## src/rtl/lfu_pkg.sv

```systemverilog
// Package: shared types of the least-frequently-used victim selector.
// Assumes: nothing beyond standard SystemVerilog.
package lfu_pkg;

    // Operation applied to one use counter on the next clock edge.
    typedef enum logic [1:0] {
        CNT_HOLD  = 2'd0,
        CNT_BUMP  = 2'd1,
        CNT_CLEAR = 2'd2
    } cnt_op_e;

endpackage

```

## src/rtl/lfu_cnt_cell.sv

```systemverilog
// Module: one saturating use counter.
// Does:   holds, increments (stopping at all ones) or clears its count
//         according to the operation code decoded by its owner.
// Assumes: op is stable around the rising edge; reset is synchronous.
module lfu_cnt_cell #(
    parameter int CNT_W = 3
) (
    input  logic                 clk,
    input  logic                 rst_n,
    input  lfu_pkg::cnt_op_e     op,
    output logic [CNT_W-1:0]     count
);
    localparam logic [CNT_W-1:0] CNT_MAX = {CNT_W{1'b1}};

    logic [CNT_W-1:0] count_q;

    // Counter register: clear, saturating increment or hold.
    always_ff @(posedge clk) begin
        if (!rst_n) begin
            count_q <= '0;
        end else begin
            case (op)
                lfu_pkg::CNT_CLEAR: count_q <= '0;
                lfu_pkg::CNT_BUMP: begin
                    if (count_q != CNT_MAX) begin
                        count_q <= count_q + CNT_W'(1);
                    end
                end
                default: count_q <= count_q;
            endcase
        end
    end

    assign count = count_q;

endmodule

```

## src/rtl/lfu_event_decode.sv

```systemverilog
// Module: event decoder for one set.
// Does:   turns the hit, fill and eviction strobes into one counter
//         operation per way of set SET_ID; a clear outranks a hit.
// Assumes: set and way fields are in range; several events may hit the
//          same set in one cycle.
module lfu_event_decode #(
    parameter int NUM_SETS = 16,
    parameter int NUM_WAYS = 4,
    parameter int SET_ID   = 0,
    localparam int SET_W   = (NUM_SETS > 1) ? $clog2(NUM_SETS) : 1,
    localparam int WAY_W   = (NUM_WAYS > 1) ? $clog2(NUM_WAYS) : 1
) (
    input  logic                   hit_en,
    input  logic [SET_W-1:0]       hit_set,
    input  logic [WAY_W-1:0]       hit_way,
    input  logic                   fill_en,
    input  logic [SET_W-1:0]       fill_set,
    input  logic [WAY_W-1:0]       fill_way,
    input  logic                   evict_en,
    input  logic [SET_W-1:0]       evict_set,
    input  logic [WAY_W-1:0]       evict_way,
    output lfu_pkg::cnt_op_e       ops [NUM_WAYS]
);
    localparam logic [SET_W-1:0] MY_SET = SET_W'(SET_ID);

    logic hit_here;
    logic fill_here;
    logic evict_here;

    // Set match of each event strobe.
    always_comb begin
        hit_here   = hit_en   && (hit_set   == MY_SET);
        fill_here  = fill_en  && (fill_set  == MY_SET);
        evict_here = evict_en && (evict_set == MY_SET);
    end

    for (genvar gw = 0; gw < NUM_WAYS; gw++) begin : g_way
        localparam logic [WAY_W-1:0] MY_WAY = WAY_W'(gw);
        logic clr;
        logic bump;

        // Per-way operation: clearing events win over a hit.
        always_comb begin
            clr  = (fill_here && (fill_way == MY_WAY)) ||
                   (evict_here && (evict_way == MY_WAY));
            bump = hit_here && (hit_way == MY_WAY);
            if (clr) begin
                ops[gw] = lfu_pkg::CNT_CLEAR;
            end else if (bump) begin
                ops[gw] = lfu_pkg::CNT_BUMP;
            end else begin
                ops[gw] = lfu_pkg::CNT_HOLD;
            end
        end
    end

endmodule

```

## src/rtl/lfu_victim_scan.sv

```systemverilog
// Module: combinational victim search over one set.
// Does:   starts with way 0 as candidate, walks ways 1..N-1 upward,
//         stops at the first invalid way, otherwise moves the candidate
//         only to a strictly smaller count.
// Assumes: count and valid belong to the same set.
module lfu_victim_scan #(
    parameter int NUM_WAYS = 4,
    parameter int CNT_W    = 3,
    localparam int WAY_W   = (NUM_WAYS > 1) ? $clog2(NUM_WAYS) : 1
) (
    input  logic [NUM_WAYS-1:0][CNT_W-1:0] counts,
    input  logic [NUM_WAYS-1:0]            valid,
    output logic [WAY_W-1:0]               victim
);
    logic [CNT_W-1:0] best_cnt;
    logic             stop;

    // Ascending scan with early exit on an invalid way.
    always_comb begin
        victim   = '0;
        best_cnt = counts[0];
        stop     = 1'b0;
        for (int i = 1; i < NUM_WAYS; i++) begin
            if (!stop) begin
                if (!valid[i]) begin
                    victim = WAY_W'(i);
                    stop   = 1'b1;
                end else if (counts[i] < best_cnt) begin
                    victim   = WAY_W'(i);
                    best_cnt = counts[i];
                end
            end
        end
    end

endmodule

```

## src/rtl/lfu_victim_sel.sv

```systemverilog
// Module: least-frequently-used victim selector (top).
// Does:   keeps NUM_SETS x NUM_WAYS saturating use counters, updates them
//         from hit / fill / eviction events on the clock edge and reports
//         the victim way of query_set combinationally.
// Assumes: set and way fields are in range; synchronous active-low reset.
module lfu_victim_sel #(
    parameter int NUM_SETS = 16,
    parameter int NUM_WAYS = 4,
    parameter int CNT_W    = 3,
    localparam int SET_W   = (NUM_SETS > 1) ? $clog2(NUM_SETS) : 1,
    localparam int WAY_W   = (NUM_WAYS > 1) ? $clog2(NUM_WAYS) : 1
) (
    input  logic                clk,
    input  logic                rst_n,
    input  logic                hit_en,
    input  logic [SET_W-1:0]    hit_set,
    input  logic [WAY_W-1:0]    hit_way,
    input  logic                fill_en,
    input  logic [SET_W-1:0]    fill_set,
    input  logic [WAY_W-1:0]    fill_way,
    input  logic                evict_en,
    input  logic [SET_W-1:0]    evict_set,
    input  logic [WAY_W-1:0]    evict_way,
    input  logic [SET_W-1:0]    query_set,
    input  logic [NUM_WAYS-1:0] query_valid,
    output logic [WAY_W-1:0]    victim_way
);
    logic [NUM_SETS-1:0][NUM_WAYS-1:0][CNT_W-1:0] all_cnt;
    logic [NUM_WAYS-1:0][CNT_W-1:0]               set_cnt;

    for (genvar gs = 0; gs < NUM_SETS; gs++) begin : g_set
        lfu_pkg::cnt_op_e ops [NUM_WAYS];

        lfu_event_decode #(
            .NUM_SETS (NUM_SETS),
            .NUM_WAYS (NUM_WAYS),
            .SET_ID   (gs)
        ) u_dec (
            .hit_en    (hit_en),
            .hit_set   (hit_set),
            .hit_way   (hit_way),
            .fill_en   (fill_en),
            .fill_set  (fill_set),
            .fill_way  (fill_way),
            .evict_en  (evict_en),
            .evict_set (evict_set),
            .evict_way (evict_way),
            .ops       (ops)
        );

        for (genvar gw = 0; gw < NUM_WAYS; gw++) begin : g_way
            lfu_cnt_cell #(
                .CNT_W (CNT_W)
            ) u_cell (
                .clk   (clk),
                .rst_n (rst_n),
                .op    (ops[gw]),
                .count (all_cnt[gs][gw])
            );
        end
    end

    // Read port: counters of the queried set.
    always_comb begin
        set_cnt = all_cnt[query_set];
    end

    lfu_victim_scan #(
        .NUM_WAYS (NUM_WAYS),
        .CNT_W    (CNT_W)
    ) u_scan (
        .counts (set_cnt),
        .valid  (query_valid),
        .victim (victim_way)
    );

endmodule

```

## config.mk

```make
export PLATFORM = sky130hd
export DESIGN_NAME = lfu_victim_sel
export DESIGN_NICKNAME = d
export VERILOG_FILES = /design/src/rtl/lfu_pkg.sv /design/src/rtl/lfu_cnt_cell.sv /design/src/rtl/lfu_event_decode.sv /design/src/rtl/lfu_victim_scan.sv /design/src/rtl/lfu_victim_sel.sv
export SDC_FILE = /design/constraint.sdc
export NUM_CORES = 1
export LEC_CHECK = 0
export BUFFER_PORTS_ARGS = -buffer_cell sky130_fd_sc_hd__buf_4
export CAP_MARGIN = 15
export CORE_ASPECT_RATIO = 0.8
export CORE_MARGIN = 8
export CORE_UTILIZATION = 61
export CTS_BUF_LIST = sky130_fd_sc_hd__clkbuf_2
export CTS_CLUSTER_SIZE = 40
export DETAILED_ROUTE_END_ITERATION = 10
export GPL_TIMING_DRIVEN = 1
export HOLD_SLACK_MARGIN = 0.12
export PLACE_DENSITY = 0.9
export REMOVE_ABC_BUFFERS = 1
export SLEW_MARGIN = 0
export SYNTH_ARGS = -nofsm -noshare
export SYNTH_HDL_FRONTEND = slang
export SYNTH_SLANG_ARGS = --single-unit
```

## constraint.sdc

```tcl
create_clock -name clk -period 7.38 [get_ports clk]
set_input_delay 0.369 -clock clk [delete_from_list [all_inputs] [get_ports clk]]
set_output_delay 0.369 -clock clk [all_outputs]
set_load 0.05 [all_outputs]
```

==> out/results.txt <==
final worst-path cycle share - 0.802
hold wc startpoint - fill_set[1]
crit path DAT - 5.55 ns
Netlist cell types - 50
worst vdd ir - 0.0933 mV
routability-driven placement congestion ratio - 0.980
initial antenna violation count - 0
startpoint class of the critical path - flop
Req. time, crit path - 7.01 ns
number of global-route vias before repair - 8791
area leader, netlist - dfxtp_1
clock sinks - 192
final setup TNS - 0 ns
final wirelength - 29.3 mm
hold_ws - 0.148 ns
# nets final - 1281
Synth area leaders - dfxtp_1, ha_1, mux2i_1
main flop type after synthesis - dfxtp_1
fin util - 0.641
share of layout cells above drive strength 1 - 0.106
DRT iter0 DRCs - 1165
Min-Delay Path Class - in2reg
CTS tree - built
Seq/Total Area, Yosys - 0.332
initial core utilization - 0.616
Post-synth ARST share - 0
Detail Route Antenna Nets - 0
Setup crit end kind - output pin
final hold vios - 0
CTS root buf - clkbuf_2
endpoints failing setup - 0
worst relative slew slack - 0.355
worst slew pin tran - 0.966 ns
Tot Pwr - 1.76 mW
Row Count - 45
placed inst area - 11800 µm²
# placed instances - 1352
min Tclk post-route - 5.92 ns
Finished Cell Area - 12100 µm²
critical path type - reg2out
Crit. Startpoint - g_set[10].g_way[0].u_cell.count[2]
top cell type's share of synthesized area - 0.332
outcome - completed
Via-to-Cell Ratio - 6.56
Synth Warn # - 0
Post-Syn Area - 11600 µm²
leakage - 5.68 nW
setup bufs post-CTS - 0
TritonCTS Buffers - 17
Total Routing Usage GR - 0.247
Max Cap Viol - 0
Mean Syn Cell Area - 10.1 µm²
GR Overflow Total - 0
worst reg2reg path startpoint - g_set[14].g_way[3].u_cell.count[0]
Area Growth Syn to Fin - 4.08%
worst setup margin - 1.46 ns
Post-Syn Instances - 1146
Worst-Skew Late Latency - 0.85 ns
router iterations before antenna repair - 6
hpwl dp - 22.4 mm
clk buf depth - 2
RSZ-0062 raised after global routing - no
number of I/O pins - 33
number of diodes - 0
f_max - 169 MHz
vias - 9082
Die ar. - 23700 µm²
CP max FO - 4
DRC viols - 0
largest net degree at the start of global routing - 77
DR WL/cell - 21.2 µm
PortBufs - 31
CTS clock-pin slew for the worst setup and hold paths - 0.28 ns
pwr/cell area - 146 nW/µm²
Layout Cells excl Fill - 1385
number of synthesized flops with an enable pin - 0
Die H - 139 µm
Max Slew Vio Count - 0
first-pass GRT wire length - 45.8 mm
H-tree levels - 4
Yosys reg bits - 192
max reg flops - 192
Post-Route Skew - 0.0247 ns
DIE WIDTH - 170 µm
Core ar. - 18800 µm²
pre-CTS WS - 1.71 ns
## cell type report
type,count,area (µm²)
clock buffer,17,85.1
sequential,192,3840
fill,1445,6740
multi-input combinational,863,7370
inverter,7,26.3
tap,258,323
timing repair buffer,33,250
clock inverter,15,166
## placed cells by master (no fill, tap or decap), drive strengths merged, types with 16 or more instances in the layout
cell type / netlist / layout
dfxtp: 192 / 192
nor2: 187 / 187
ha: 136 / 136
mux2i: 129 / 129
nand2: 72 / 72
o221ai: 58 / 58
mux4: 56 / 56
or3: 44 / 44
xor2: 44 / 44
buf: 15 / 32
nand3: 18 / 18
clkbuf: 69 / 17
nor3: 16 / 16
## synthesized netlist by cell type, types with 14 or more instances
| library cell | instances |
|---|---|
| or3_1 | 44 |
| nor3_1 | 16 |
| nor2_1 | 187 |
| ha_1 | 136 |
| xor2_1 | 44 |
| mux2i_1 | 129 |
| clkbuf_1 | 69 |
| nand3_1 | 18 |
| mux4_2 | 49 |
| nand2_1 | 72 |
| dfxtp_1 | 192 |
| o221ai_1 | 58 |
| xnor2_1 | 14 |
## path summary, 6_finish.rpt
path | end | slack [ns] | cells after the start
setup / recovery | victim_way[1] | 1.46 | 19
hold / removal | g_set[11].g_way[3].u_cell.count[1] | 0.15 | 4
setup reg to reg | g_set[14].g_way[3].u_cell.count[0] | 5.51 | 5
hold reg to reg | g_set[0].g_way[3].u_cell.count[2] | 0.55 | 2
## timing repair
item | in CTS | in global routing
gates resized for setup | 0 | 0
endpoints found under the hold margin | 17 | 0
hold buffers | 1 | 0
## critical path, cell delays in order (launching register included)
cell      delay (ns)
dfxtp_1         0.39
mux4_1          0.58
mux4_2          0.56
inv_2           0.09
ha_1            0.25
nand2_1         0.08
nand2_1         0.07
a31oi_1         0.27
mux2i_1         0.35
ha_1            0.31
nor3_1          0.17
nor2_1          0.06
o41a_1          0.15
or2_0           0.24
a21o_1          0.18
ha_1            0.27
nand3_1         0.08
o211ai_1        0.11
a31oi_1         0.25
buf_4           0.24
## per-layer routing
layer	wire, µm	track usage
met1	11900	0.322
met4	1320	0.112
met5	0	0.0174
met2	13000	0.379
met3	3110	0.0585
## logic make-up (layout without fill, tap and decap cells)
| kind of cell | Yosys count | after routing | synth area share |
|---|---|---|---|
| AO/OA/AOI/OAI | 95 | 95 | 0.0675 |
| XOR/XNOR | 58 | 58 | 0.0438 |
| multiplexers | 186 | 186 | 0.223 |
| adder cells (fa/ha/maj) | 136 | 136 | 0.147 |
| AND/OR/NAND/NOR | 388 | 388 | 0.154 |
| flip-flops | 192 | 192 | 0.332 |
| buffers and inverters | 91 | 72 | 0.0326 |
## report_power, final
group,total (mW),switching [mW],internal (mW)
clock,0.566,0.379,0.187
combinational,0.148,0.102,0.0466
sequential,1.05,0.00286,1.04
No activity file was read; power rests on OpenSTA's default activity.
